<file path="src/rtl/seq_erase_pkg.sv">
package seq_erase_pkg;

    typedef enum logic [3:0] {
        ST_IDLE,
        ST_LOAD,
        ST_SCAN,
        ST_PREP,
        ST_ERASE,
        ST_SUSP_PEND,
        ST_SUSPENDED,
        ST_SKIPALL,
        ST_FAIL
    } seq_state_e;

endpackage

</file>
<file path="src/rtl/seq_tick_counter.sv">
module seq_tick_counter #(
    parameter int W = 16
) (
    input  logic         clk,
    input  logic         rst_n,
    input  logic         clr,
    input  logic         inc,
    output logic [W-1:0] count
);
    always_ff @(posedge clk or negedge rst_n) begin
        if (!rst_n) begin
            count <= '0;
        end else if (clr) begin
            count <= '0;
        end else if (inc) begin
            count <= count + 1'b1;
        end
    end
endmodule

</file>
<file path="src/rtl/seq_prot_map.sv">
module seq_prot_map #(
    parameter int NUM_SECTORS = 16,
    parameter int PER_GROUP   = 2,
    localparam int NUM_GROUPS = NUM_SECTORS / PER_GROUP
) (
    input  logic [NUM_GROUPS-1:0]  grp,
    output logic [NUM_SECTORS-1:0] sec
);
    for (genvar s = 0; s < NUM_SECTORS; s++) begin : g_sec
        assign sec[s] = grp[s / PER_GROUP];
    end
endmodule

</file>
<file path="src/rtl/seq_low_pick.sv">
module seq_low_pick #(
    parameter int N  = 16,
    parameter int IW = 4
) (
    input  logic [N-1:0]  vec,
    output logic [IW-1:0] idx
);
    always_comb begin
        idx = '0;
        for (int i = N - 1; i >= 0; i--) begin
            if (vec[i]) begin
                idx = IW'(i);
            end
        end
    end
endmodule

</file>
<file path="src/rtl/seq_erase_ctrl.sv">
module seq_erase_ctrl
    import seq_erase_pkg::*;
#(
    parameter int NUM_SECTORS  = 16,
    parameter int PER_GROUP    = 2,
    parameter int CNT_W        = 16,
    parameter int WINDOW_TICKS = 80,
    parameter int SUSP_TICKS   = 100,
    parameter int PREP_TICKS   = 4,
    parameter int SKIP_TICKS   = 2,
    parameter int PULSE_LIMIT  = 1000,
    localparam int NUM_GROUPS  = NUM_SECTORS / PER_GROUP,
    localparam int SEC_IDX_W   = $clog2(NUM_SECTORS)
) (
    input  logic                   clk,
    input  logic                   rst_n,
    input  logic                   tick_us,
    input  logic                   sec_wr,
    input  logic [SEC_IDX_W-1:0]   sec_num,
    input  logic                   suspend_wr,
    input  logic                   resume_wr,
    input  logic                   other_wr,
    input  logic                   abort_wr,
    input  logic [NUM_GROUPS-1:0]  prot_grp,
    input  logic [CNT_W-1:0]       erase_len,
    output logic [NUM_SECTORS-1:0] sel_mask,
    output logic                   window_closed,
    output logic                   erasing,
    output logic                   suspended,
    output logic                   erase_fail,
    output logic                   done_pulse
);
    localparam logic [CNT_W-1:0] WIN_LAST   = CNT_W'(WINDOW_TICKS - 1);
    localparam logic [CNT_W-1:0] SUSP_LAST  = CNT_W'(SUSP_TICKS - 1);
    localparam logic [CNT_W-1:0] PREP_LAST  = CNT_W'(PREP_TICKS - 1);
    localparam logic [CNT_W-1:0] SKIP_LAST  = CNT_W'(SKIP_TICKS - 1);
    localparam logic [CNT_W-1:0] LIMIT_VAL  = CNT_W'(PULSE_LIMIT);
    localparam logic [CNT_W-1:0] LIMIT_LAST = CNT_W'(PULSE_LIMIT - 1);

    seq_state_e state_q, state_d, resume_q;

    logic [NUM_SECTORS-1:0] sel_q, pend_q;
    logic [NUM_SECTORS-1:0] prot_sec, unprot_sel, wr_onehot, cur_onehot;
    logic [SEC_IDX_W-1:0]   cur_q, pick_idx;
    logic [CNT_W-1:0]       aux_cnt, op_cnt;
    logic                   aux_clr, op_clr, op_inc;
    logic                   done_q;
    logic                   win_expire, limit_hit, erase_end;

    // ---------------- helpers ----------------
    seq_prot_map #(
        .NUM_SECTORS(NUM_SECTORS),
        .PER_GROUP  (PER_GROUP)
    ) u_prot (
        .grp(prot_grp),
        .sec(prot_sec)
    );

    seq_low_pick #(
        .N (NUM_SECTORS),
        .IW(SEC_IDX_W)
    ) u_pick (
        .vec(pend_q),
        .idx(pick_idx)
    );

    // window / suspend latency / skip interval share one counter
    seq_tick_counter #(.W(CNT_W)) u_aux (
        .clk  (clk),
        .rst_n(rst_n),
        .clr  (aux_clr),
        .inc  (tick_us),
        .count(aux_cnt)
    );

    // per-sector phase progress, frozen while suspended
    seq_tick_counter #(.W(CNT_W)) u_op (
        .clk  (clk),
        .rst_n(rst_n),
        .clr  (op_clr),
        .inc  (op_inc),
        .count(op_cnt)
    );

    assign wr_onehot  = NUM_SECTORS'(1) << sec_num;
    assign cur_onehot = NUM_SECTORS'(1) << cur_q;
    assign unprot_sel = sel_q & ~prot_sec;
    assign win_expire = tick_us && (aux_cnt == WIN_LAST);
    assign limit_hit  = (erase_len > LIMIT_VAL) && (op_cnt == LIMIT_LAST);
    assign erase_end  = ({1'b0, op_cnt} + 1'b1) >= {1'b0, erase_len};

    // ---------------- next state ----------------
    always_comb begin
        state_d = state_q;
        unique case (state_q)
            ST_IDLE: begin
                if (sec_wr) state_d = ST_LOAD;
            end
            ST_LOAD: begin
                if (other_wr || abort_wr) state_d = ST_IDLE;
                else if (sec_wr)          state_d = ST_LOAD;
                else if (suspend_wr)      state_d = ST_SUSPENDED;
                else if (win_expire)      state_d = (unprot_sel == '0) ? ST_SKIPALL : ST_SCAN;
            end
            ST_SCAN: begin
                state_d = (pend_q == '0) ? ST_IDLE : ST_PREP;
            end
            ST_PREP: begin
                if (suspend_wr)                             state_d = ST_SUSP_PEND;
                else if (tick_us && (op_cnt == PREP_LAST))  state_d = ST_ERASE;
            end
            ST_ERASE: begin
                if (suspend_wr)                state_d = ST_SUSP_PEND;
                else if (tick_us && limit_hit) state_d = ST_FAIL;
                else if (tick_us && erase_end) state_d = ST_SCAN;
            end
            ST_SUSP_PEND: begin
                if (tick_us && (aux_cnt == SUSP_LAST)) state_d = ST_SUSPENDED;
            end
            ST_SUSPENDED: begin
                if (resume_wr) state_d = resume_q;
            end
            ST_SKIPALL: begin
                if (tick_us && (aux_cnt == SKIP_LAST)) state_d = ST_IDLE;
            end
            ST_FAIL: begin
                if (abort_wr) state_d = ST_IDLE;
            end
            default: state_d = ST_IDLE;
        endcase
    end

    assign aux_clr = (state_d != state_q) || ((state_q == ST_LOAD) && sec_wr);
    assign op_clr  = (state_q == ST_SCAN) || ((state_q == ST_PREP) && (state_d == ST_ERASE));
    assign op_inc  = tick_us && (state_d == state_q) &&
                     ((state_q == ST_PREP) || (state_q == ST_ERASE));

    // ---------------- state register ----------------
    always_ff @(posedge clk or negedge rst_n) begin
        if (!rst_n) state_q <= ST_IDLE;
        else        state_q <= state_d;
    end

    // ---------------- sector bookkeeping ----------------
    always_ff @(posedge clk or negedge rst_n) begin
        if (!rst_n) begin
            sel_q    <= '0;
            pend_q   <= '0;
            cur_q    <= '0;
            resume_q <= ST_SCAN;
            done_q   <= 1'b0;
        end else begin
            done_q <= 1'b0;
            unique case (state_q)
                ST_IDLE: begin
                    if (sec_wr) sel_q <= wr_onehot;
                end
                ST_LOAD: begin
                    if (other_wr || abort_wr) begin
                        sel_q <= '0;
                    end else if (sec_wr) begin
                        sel_q <= sel_q | wr_onehot;
                    end else if (state_d != ST_LOAD) begin
                        pend_q   <= unprot_sel;
                        resume_q <= ST_SCAN;
                    end
                end
                ST_SCAN: begin
                    if (pend_q == '0) begin
                        sel_q  <= '0;
                        done_q <= 1'b1;
                    end else begin
                        cur_q <= pick_idx;
                    end
                end
                ST_PREP, ST_ERASE: begin
                    if (state_d == ST_SUSP_PEND) resume_q <= state_q;
                    if ((state_q == ST_ERASE) && (state_d == ST_SCAN)) pend_q <= pend_q & ~cur_onehot;
                end
                ST_SKIPALL: begin
                    if (state_d == ST_IDLE) begin
                        sel_q  <= '0;
                        done_q <= 1'b1;
                    end
                end
                ST_FAIL: begin
                    if (abort_wr) begin
                        sel_q  <= '0;
                        pend_q <= '0;
                    end
                end
                default: ;
            endcase
        end
    end

    // ---------------- outputs ----------------
    always_comb begin
        sel_mask      = sel_q;
        done_pulse    = done_q;
        window_closed = !((state_q == ST_IDLE) || (state_q == ST_LOAD));
        erasing       = (state_q == ST_SCAN) || (state_q == ST_PREP) || (state_q == ST_ERASE) ||
                        (state_q == ST_SUSP_PEND) || (state_q == ST_SKIPALL);
        suspended     = (state_q == ST_SUSPENDED);
        erase_fail    = (state_q == ST_FAIL);
    end

endmodule

</file>
<file path="config.mk">
export PLATFORM = sky130hd
export DESIGN_NAME = seq_erase_ctrl
export DESIGN_NICKNAME = d
export VERILOG_FILES = /design/src/rtl/seq_erase_pkg.sv /design/src/rtl/seq_tick_counter.sv /design/src/rtl/seq_prot_map.sv /design/src/rtl/seq_low_pick.sv /design/src/rtl/seq_erase_ctrl.sv
export SDC_FILE = /design/constraint.sdc
export NUM_CORES = 1
export LEC_CHECK = 0
export ABC_AREA = 1
export BUFFER_PORTS_ARGS = -buffer_cell sky130_fd_sc_hd__buf_2
export CAP_MARGIN = 10
export CELL_PAD_IN_SITES_DETAIL_PLACEMENT = 0
export CELL_PAD_IN_SITES_GLOBAL_PLACEMENT = 1
export CORE_ASPECT_RATIO = 0.7
export CORE_MARGIN = 2
export CORE_UTILIZATION = 40
export DETAILED_ROUTE_END_ITERATION = 16
export MAX_ROUTING_LAYER = met4
export PLACE_DENSITY_LB_ADDON = 0.1
export SYNTH_ARGS = -nofsm -noshare
export SYNTH_HDL_FRONTEND = slang
export SYNTH_SLANG_ARGS = --single-unit
</file>
<file path="constraint.sdc">
create_clock -name clk -period 3.3 [get_ports clk]
set_input_delay 0.66 -clock clk [delete_from_list [all_inputs] [get_ports clk]]
set_output_delay 0.66 -clock clk [all_outputs]
set_load 0.005 [all_outputs]
</file>
==> qor.yml, run 1 <==
fin_crit_ns: 3.67
fin_crit_sh_pct: 111
first_pass_iters: 6
dp_hpwl_microns: 13000
drive_above_1_share_pct: 34.1
postRouteAntennaNets: 0
start_util_pct: 40.9
async_flop_share_pct: 100
cp_num_buf_inv: 10
hold_viol: 0
cp.arrival_ns: 3.94
synth_ff_type: "dfrtp_1"
vias: 5670
worst_pin_slew_ns: 1.05
p_leak_nw: 3.66
finalWirelength_microns: 17900
synth_edf_count: 0
slew_viol_final: 0
slew_headroom_pct: 29.7
cts_max_level: 3
powerDensity_nw_per_um2: 741
drt_iter0_drc: 505
insertion_delay_ns: 0.35
grt_setup_unrepaired: "true"
nets: 931
wl_per_cell_microns: 16.7
diodes: 0
setup_viol: 52
end_kind: "flop"
grt.total_usage_pct: 25.0
max_cap_viol_count: 0
ys_types: 50
viasPerCell: 5.29
portBuffers: 56
drcViolationCount: 0
die_area_sq_um: 15200
path_class: "flop to flop"
grt_overflow_total: 0
fin_skew_ns: 0.00733
synthCells: 754
synth.yosys.seq_area_share_pct: 34.0
crit_path_start_kind: "flop"
path_delay_family: "simple AND/OR/NAND/NOR gates"
clock_path_buffers: 2
cts_num_sinks: 77
status: "complete, but fails checks"
crit_required_ns: 3.58
worst_hold_path_type: "input pin to asynchronous set/reset pin"
tritoncts: "built"
cts_buffers: 9
critical_path.max_fanout: 8
post-route-util_pct: 53.6
netlist_area_sq_um: 5670
antenna_found_initial: 0
gp_congestion: 0.917
grt_max_degree: 78
yosysWarningCount: 0
critical-path-max-stage-delay_ns: 0.39
holdBufCountCts: 0
io_pins: 57
irDropWorstVdd_mv: 0.319
die_width_microns: 146
power_mw: 5.51
grt_first_pass_wirelength_microns: 29200
grt_pass1_vias: 5357
synth_area_per_cell_sq_um: 7.52
die_y_microns: 104
fp.coreArea_sq_um: 13900
fmax_mhz: 273
ys_seq_elements: 77
clk_pin_slew_ns: 0.07
synthesis.nets: 809
fp-row-count: 36
fin_ws_ns: -0.369
slowest_stage: "dfrtp_1"
fillers: 1367
violations: "negative setup slack"
syn_to_final_growth_pct: 31.1
root_buffer: "clkbuf_16"
per-stage QoR:
step	instance area (sq um)	setup WS [ns]	cells	hold WS, ns	setup TNS (ns)
floorplan	5680	0.0371	754	0.364	0
global placement	6510	-0.548	1032	0.457	-17.94
detailed placement	6510	-0.687	1032	0.456	-23.71
CTS	7290	-0.318	1070	0.465	-13.03
global route	7430	-0.645	1071	0.482	-30.87
finish	7430	-0.369	1071	0.451	-15.34
per-layer routing:
layer | share of wire, % | up-vias | global-route usage, %
met5 | 0 | - | -
met4 | 0.98 | 0 | 4.85
met2 | 38 | 207 | 30.9
met3 | 7.2 | 18 | 4.10
met1 | 53 | 2687 | 41.5
li1 | - | 2758 | -
worst register-to-register path, delay by kind of cell, from the launching register on:
family | cells | cell delay [ns]
and+or+nand+nor | 21 | 1.85
buffers and inverters | 10 | 1.09
DFF | 1 | 0.39
adders and majority gates | 1 | 0.27
Yosys cell counts, types with 10 or more instances:
library cell    n  area share, %
inv_1          98            6.5
nor2_2         11            1.2
nand2_1       141            9.3
inv_2          18            1.2
clkbuf_1       12           0.79
xor2_1         20            3.1
a21oi_1        14            1.2
nand3_2        13            2.3
o31ai_1        15            2.0
dfrtp_1        76             34
nor2_1         59            3.9
o32ai_1        10            1.5
o21ai_0        49            4.3
ha_1           19            4.2
nand2_2        18            2.0
nor2_4         14            2.8
nand4_1        37            4.1
nand3_1        56            4.9
registers in the layout (all words and copies together) (netlist names):
signal       cells
sel_mask        16
pend_q          16
resume_q         4
done_pulse       1
cur_q            4
state_q          4
u_aux.count     16
u_op.count      16
worst paths after layout:
check | startpoint | to | slack, ns | cells after the start
max in group asynchronous | rst_n | sel_mask[7] | 2.11 | 1
min in group clk | resume_q[1] | resume_q[1] | 0.47 | 2
worst min-delay path | rst_n | u_op.count[5] | 0.45 | 1
worst max register to register | u_op.count[0] | u_aux.count[14] | -0.37 | 32
worst max-delay path | u_op.count[0] | u_aux.count[14] | -0.37 | 32
worst min register to register | resume_q[1] | resume_q[1] | 0.47 | 2
logic make-up (layout without fill, tap and decap cells):
group           count (synthesis)  after routing  share of synthesized area (%)
compound gates                120            120                           13.1
xor+xnor                       22             22                           3.40
simple gates                  377            377                           35.4
fa+ha+maj                      19             19                           4.19
flops                          77             77                           34.0
buf+inv                       139            266                           9.82
cells in the final DEF, fill, tap and decap left out, types with 20 or more instances in the layout:
cell | synthesis | routed
buf_2 | 4 | 55
buf_4 | 2 | 61
dfrtp_1 | 76 | 76
inv_1 | 98 | 96
nand2_1 | 141 | 111
nand2_2 | 18 | 40
nand3_1 | 56 | 45
nand3_2 | 13 | 21
nand4_1 | 37 | 37
nor2_1 | 59 | 49
nor2_4 | 14 | 20
o21ai_0 | 49 | 40
report_power, final:
part / leakage (nW) / switching, mW / internal, mW
clock: 0.138 / 0.443 / 0.544
combinational: 2.47 / 1.97 / 1.23
sequential: 1.06 / 0.205 / 1.12
total: 3.66 / 2.62 / 2.89
layout make-up:
| cell class | count | area [sq um] | area share (%) |
|---|---|---|---|
| repair buffers | 132 | 1030 | 13.9 |
| clock buffers | 10 | 239 | 3.22 |
| multi-input cells | 538 | 3490 | 47.0 |
| well taps | 190 | 238 | 3.20 |
| flip-flops and latches | 77 | 1930 | 25.9 |
| clock inverters | 6 | 52.6 | 0.707 |
| inverters | 118 | 450 | 6.06 |
timing repair:
action,4_1_cts,5_1_grt
resized for setup,72,32
buffers inserted,23,2
endpoints found under the setup margin,53,53
gates cloned,5,0
pin swaps,15,22
hold endpoints to repair,0,0
Note: power is estimated with default switching activity, not from simulation.
==> run 2: changes to the inputs <==
Settings changed: ABC_AREA 1 to default, CORE_UTILIZATION 40 to 41.
==> run 2 against run 1 <==
  * The run still ends with negative setup slack left
  * Critical endpoint is now u_aux.count[0]
  * Clock-buffer cell count did not move
  * Largest power group unchanged
  * Final area fell by 14%
  * Maximum frequency rose by 3.1%
  * Synthesized cell count fell by 26%
  * Hold slack improved by 0.030 ns
  * Non-clock buffer count fell by 12
==> qor.yml, run 2 <==
cts_buffers: 9  # unchanged
path_class: "flop to flop"  # unchanged
final_common_cell: "dfrtp_1"  # was nand2_1
cp.arrival_ns: 3.79  # was 3.94 ns
critical-path-max-stage-delay_ns: 0.46  # was 0.39 ns
tritoncts: "built"  # unchanged
max_cap_viol_count: 0  # unchanged
die_width_microns: 136  # was 146 microns
fin_crit_ns: 3.56  # was 3.67 ns
clk_pin_slew_ns: 0.06  # was 0.07 ns
wl_per_cell_microns: 18.3  # was 16.7 microns
slowest_stage: "or4_1"  # was dfrtp_1
grt_max_degree: 78  # unchanged
fin_ws_ns: -0.260  # was -0.369 ns
clock_path_buffers: 2  # unchanged
fillers: 1113  # was 1367
netlist_top_cells_count: "dfrtp_1, nor2_1, nand2_1"  # was nand2_1, inv_1, dfrtp_1
slew_viol_final: 0  # unchanged
finalWirelength_microns: 15300  # was 17900 microns
cp_num_buf_inv: 2  # was 10
fp-row-count: 33  # was 36
layout.cells.non_filler: 833  # was 1071
setup_viol: 52  # unchanged
die_y_microns: 96.2  # was 104 microns
start_util_pct: 42.3  # was 40.9%
slew_headroom_pct: 31.9  # was 29.7%
insertion_delay_ns: 0.34  # was 0.35 ns
dp_hpwl_microns: 11700  # was 13000 microns
final_cell_mix: "dfrtp_1, buf_2, buf_4"  # was nand2_1, inv_1, dfrtp_1
ys_seq_elements: 77  # unchanged
fin_tns_setup_ns: -8.98  # was -15.34 ns
worst_hold_path_type: "input pin to asynchronous set/reset pin"  # unchanged
root_buffer: "clkbuf_16"  # unchanged
netlist_area_sq_um: 4980  # was 5670 sq um
io_pins: 57  # unchanged
p_leak_nw: 3.06  # was 3.66 nW
cts_max_level: 3  # unchanged
grt_overflow_total: 0  # unchanged
synth_compound_area_share_pct: 16.4  # was 13.1%
antenna_found_initial: 0  # unchanged
crit_path_start_kind: "flop"  # unchanged
drt_iter0_drc: 418  # was 505
synth_ff_type: "dfrtp_1"  # unchanged
portBuffers: 56  # unchanged
synthCells: 557  # was 754
gp_congestion: 0.926  # was 0.917
worst_pin_slew_ns: 1.02  # was 1.05 ns
path_delay_family: "simple AND/OR/NAND/NOR gates"  # unchanged
die_area_sq_um: 13100  # was 15200 sq um
synth_edf_count: 0  # unchanged
nets: 726  # was 931
regToRegSetupSlack_ns: -0.26  # was -0.37 ns
final_area_sq_um: 6400  # was 7430 sq um
ys_types: 63  # was 50
synth.area.top_cells: "dfrtp_1, ha_1, nor2_1, o21ai_0, nand2_1"  # was dfrtp_1, nand2_1, inv_1, nand3_1, o21ai_0
grt_pass1_vias: 4468  # was 5357
synthXorXnorAreaFrac_pct: 5.10  # was 3.40%
vias: 4698  # was 5670
synth_top_area_share_pct: 38.2  # was 33.5%
synth.yosys.seq_area_share_pct: 38.7  # was 34.0%
synthesis.nets: 612  # was 809
synth_area_per_cell_sq_um: 8.94  # was 7.52 sq um
yosysMostFrequentCell: "dfrtp_1"  # was nand2_1
syn_to_final_growth_pct: 28.6  # was 31.1%
end_kind: "flop"  # unchanged
crit_required_ns: 3.53  # was 3.58 ns
grt.total_usage_pct: 25.5  # was 25.0%
viasPerCell: 5.64  # was 5.29
yosys.area_share.simple_pct: 26.3  # was 35.4%
irDropWorstVdd_mv: 0.404  # was 0.319 mV
drcViolationCount: 0  # unchanged
first_pass_iters: 5  # was 6
crit_path_cell_trace: "and4_4, nand4_1, nor3_2, xor2_1, ha_1, a21oi_2, nor2b_1, or4_1, o21a_1, or3_4, and3_4, o211ai_4, buf_6, buf_16, nor2_1"
drive_above_1_share_pct: 29.6  # was 34.1%
grt_first_pass_wirelength_microns: 24400  # was 29200 microns
fmax_mhz: 281  # was 273 MHz
power_mw: 4.53  # was 5.51 mW
yosys.area.top_type: "dfrtp_1"  # unchanged
multi_input_area_sq_um: 2980  # was 3490 sq um
postRouteAntennaNets: 0  # unchanged
powerDensity_nw_per_um2: 708  # was 741 nW/um^2
dpl.cell_count: 807  # was 1032
fin_crit_sh_pct: 108  # was 111%
hold_viol: 0  # unchanged
synthMuxAreaShare_pct: 4.40  # was 0%
hold_ws_ns: 0.480  # was 0.451 ns
status: "complete, but fails checks"  # unchanged
critical_path.max_fanout: 7  # was 8
yosysWarningCount: 0  # unchanged
dpl_cell_area_sq_um: 5840  # was 6510 sq um
grt_setup_unrepaired: "true"  # unchanged
fp.coreArea_sq_um: 11800  # was 13900 sq um
synth_top_family_by_area: "simple AND/OR/NAND/NOR gates"  # unchanged
async_flop_share_pct: 100  # unchanged
cts_num_sinks: 77  # unchanged
synth_fa_ha_area_share_pct: 4.78  # was 4.19%
fin_skew_ns: 0.00989  # was 0.00733 ns
violations: "negative setup slack"  # unchanged
final-seq-area_sq_um: 1930  # unchanged
diodes: 0  # unchanged
==> run 2: cell count changes after synthesis, sizes merged, moves of 16 or more <==
cell | previous run | this run
nand2 | 161 | 48
inv | 116 | 34
nand3 | 71 | 21
nor2 | 87 | 56
nand4 | 37 | 12
a22o | 0 | 16
o21ai | 58 | 42
==> run 2: stage by stage <==
step                      utilization, %  setup WS (ns)
after floorplan                        -         -0.196
after global placement              49.6         -0.434
after detailed placement            49.6         -0.476
after CTS                           54.2         -0.350
after global routing                54.4         -0.411
final                               54.4         -0.260
==> run 2: cell type report <==
cell class	instances	share of cell area [%]
Inverter	34	1.99
Clock buffer	10	3.73
Multi-Input combinational cell	429	46.6
Clock inverter	6	1.09
Sequential cell	77	30.1
Tap cell	157	3.07
Timing Repair Buffer	120	13.4
==> run 2: cell families after synthesis <==
group | Yosys count
simple gates | 244
compound gates | 120
flops | 77
buf+inv | 51
xor+xnor | 29
fa+ha+maj | 19
mux | 17
==> run 2: power breakdown <==
group	internal (mW)	switching [mW]	total, mW
logic	1.02	1.13	2.14
clock network	0.612	0.418	1.03
registers	1.12	0.236	1.36
total	2.76	1.78	4.53
==> run 2: worst register-to-register path: cells and delay by family, from the launching register on <==
family,cells,cell delay [ns]
buffers and inverters,2,0.26
AND/OR/NAND/NOR,8,1.66
XOR/XNOR,1,0.28
flip-flops,1,0.36
AO/OA/AOI/OAI,3,0.57
adder cells (fa/ha/maj),1,0.32
==> run 2: path summary, 6_finish.rpt <==
| kind | start | endpoint | depth (start not counted) |
|---|---|---|---|
| min in group clk | resume_q[3] | resume_q[3] | 2 |
| max | u_op.count[9] | u_aux.count[0] | 15 |
| max in group asynchronous | rst_n | sel_mask[11] | 1 |
| max reg2reg | u_op.count[9] | u_aux.count[0] | 15 |
| min reg2reg | resume_q[3] | resume_q[3] | 2 |
| min | rst_n | u_op.count[9] | 1 |
==> run 2: timing repair <==
action | in CTS | in global routing
pin swaps | 34 | 4
cloned | 2 | 0
setup buffers | 8 | 1
gates resized for setup | 43 | 2
hold buffers | 0 | 0
endpoints found under the setup margin | 53 | 52
==> run 2: per-layer routing <==
layer | up-vias | routed length [microns] | global-route usage, %
li1 | 2252 | - | -
met1 | 2280 | 8340 | 41.0
met2 | 152 | 5700 | 31.5
met3 | 14 | 1080 | 5.16
met4 | 0 | 150 | 5.30
met5 | - | 0 | -
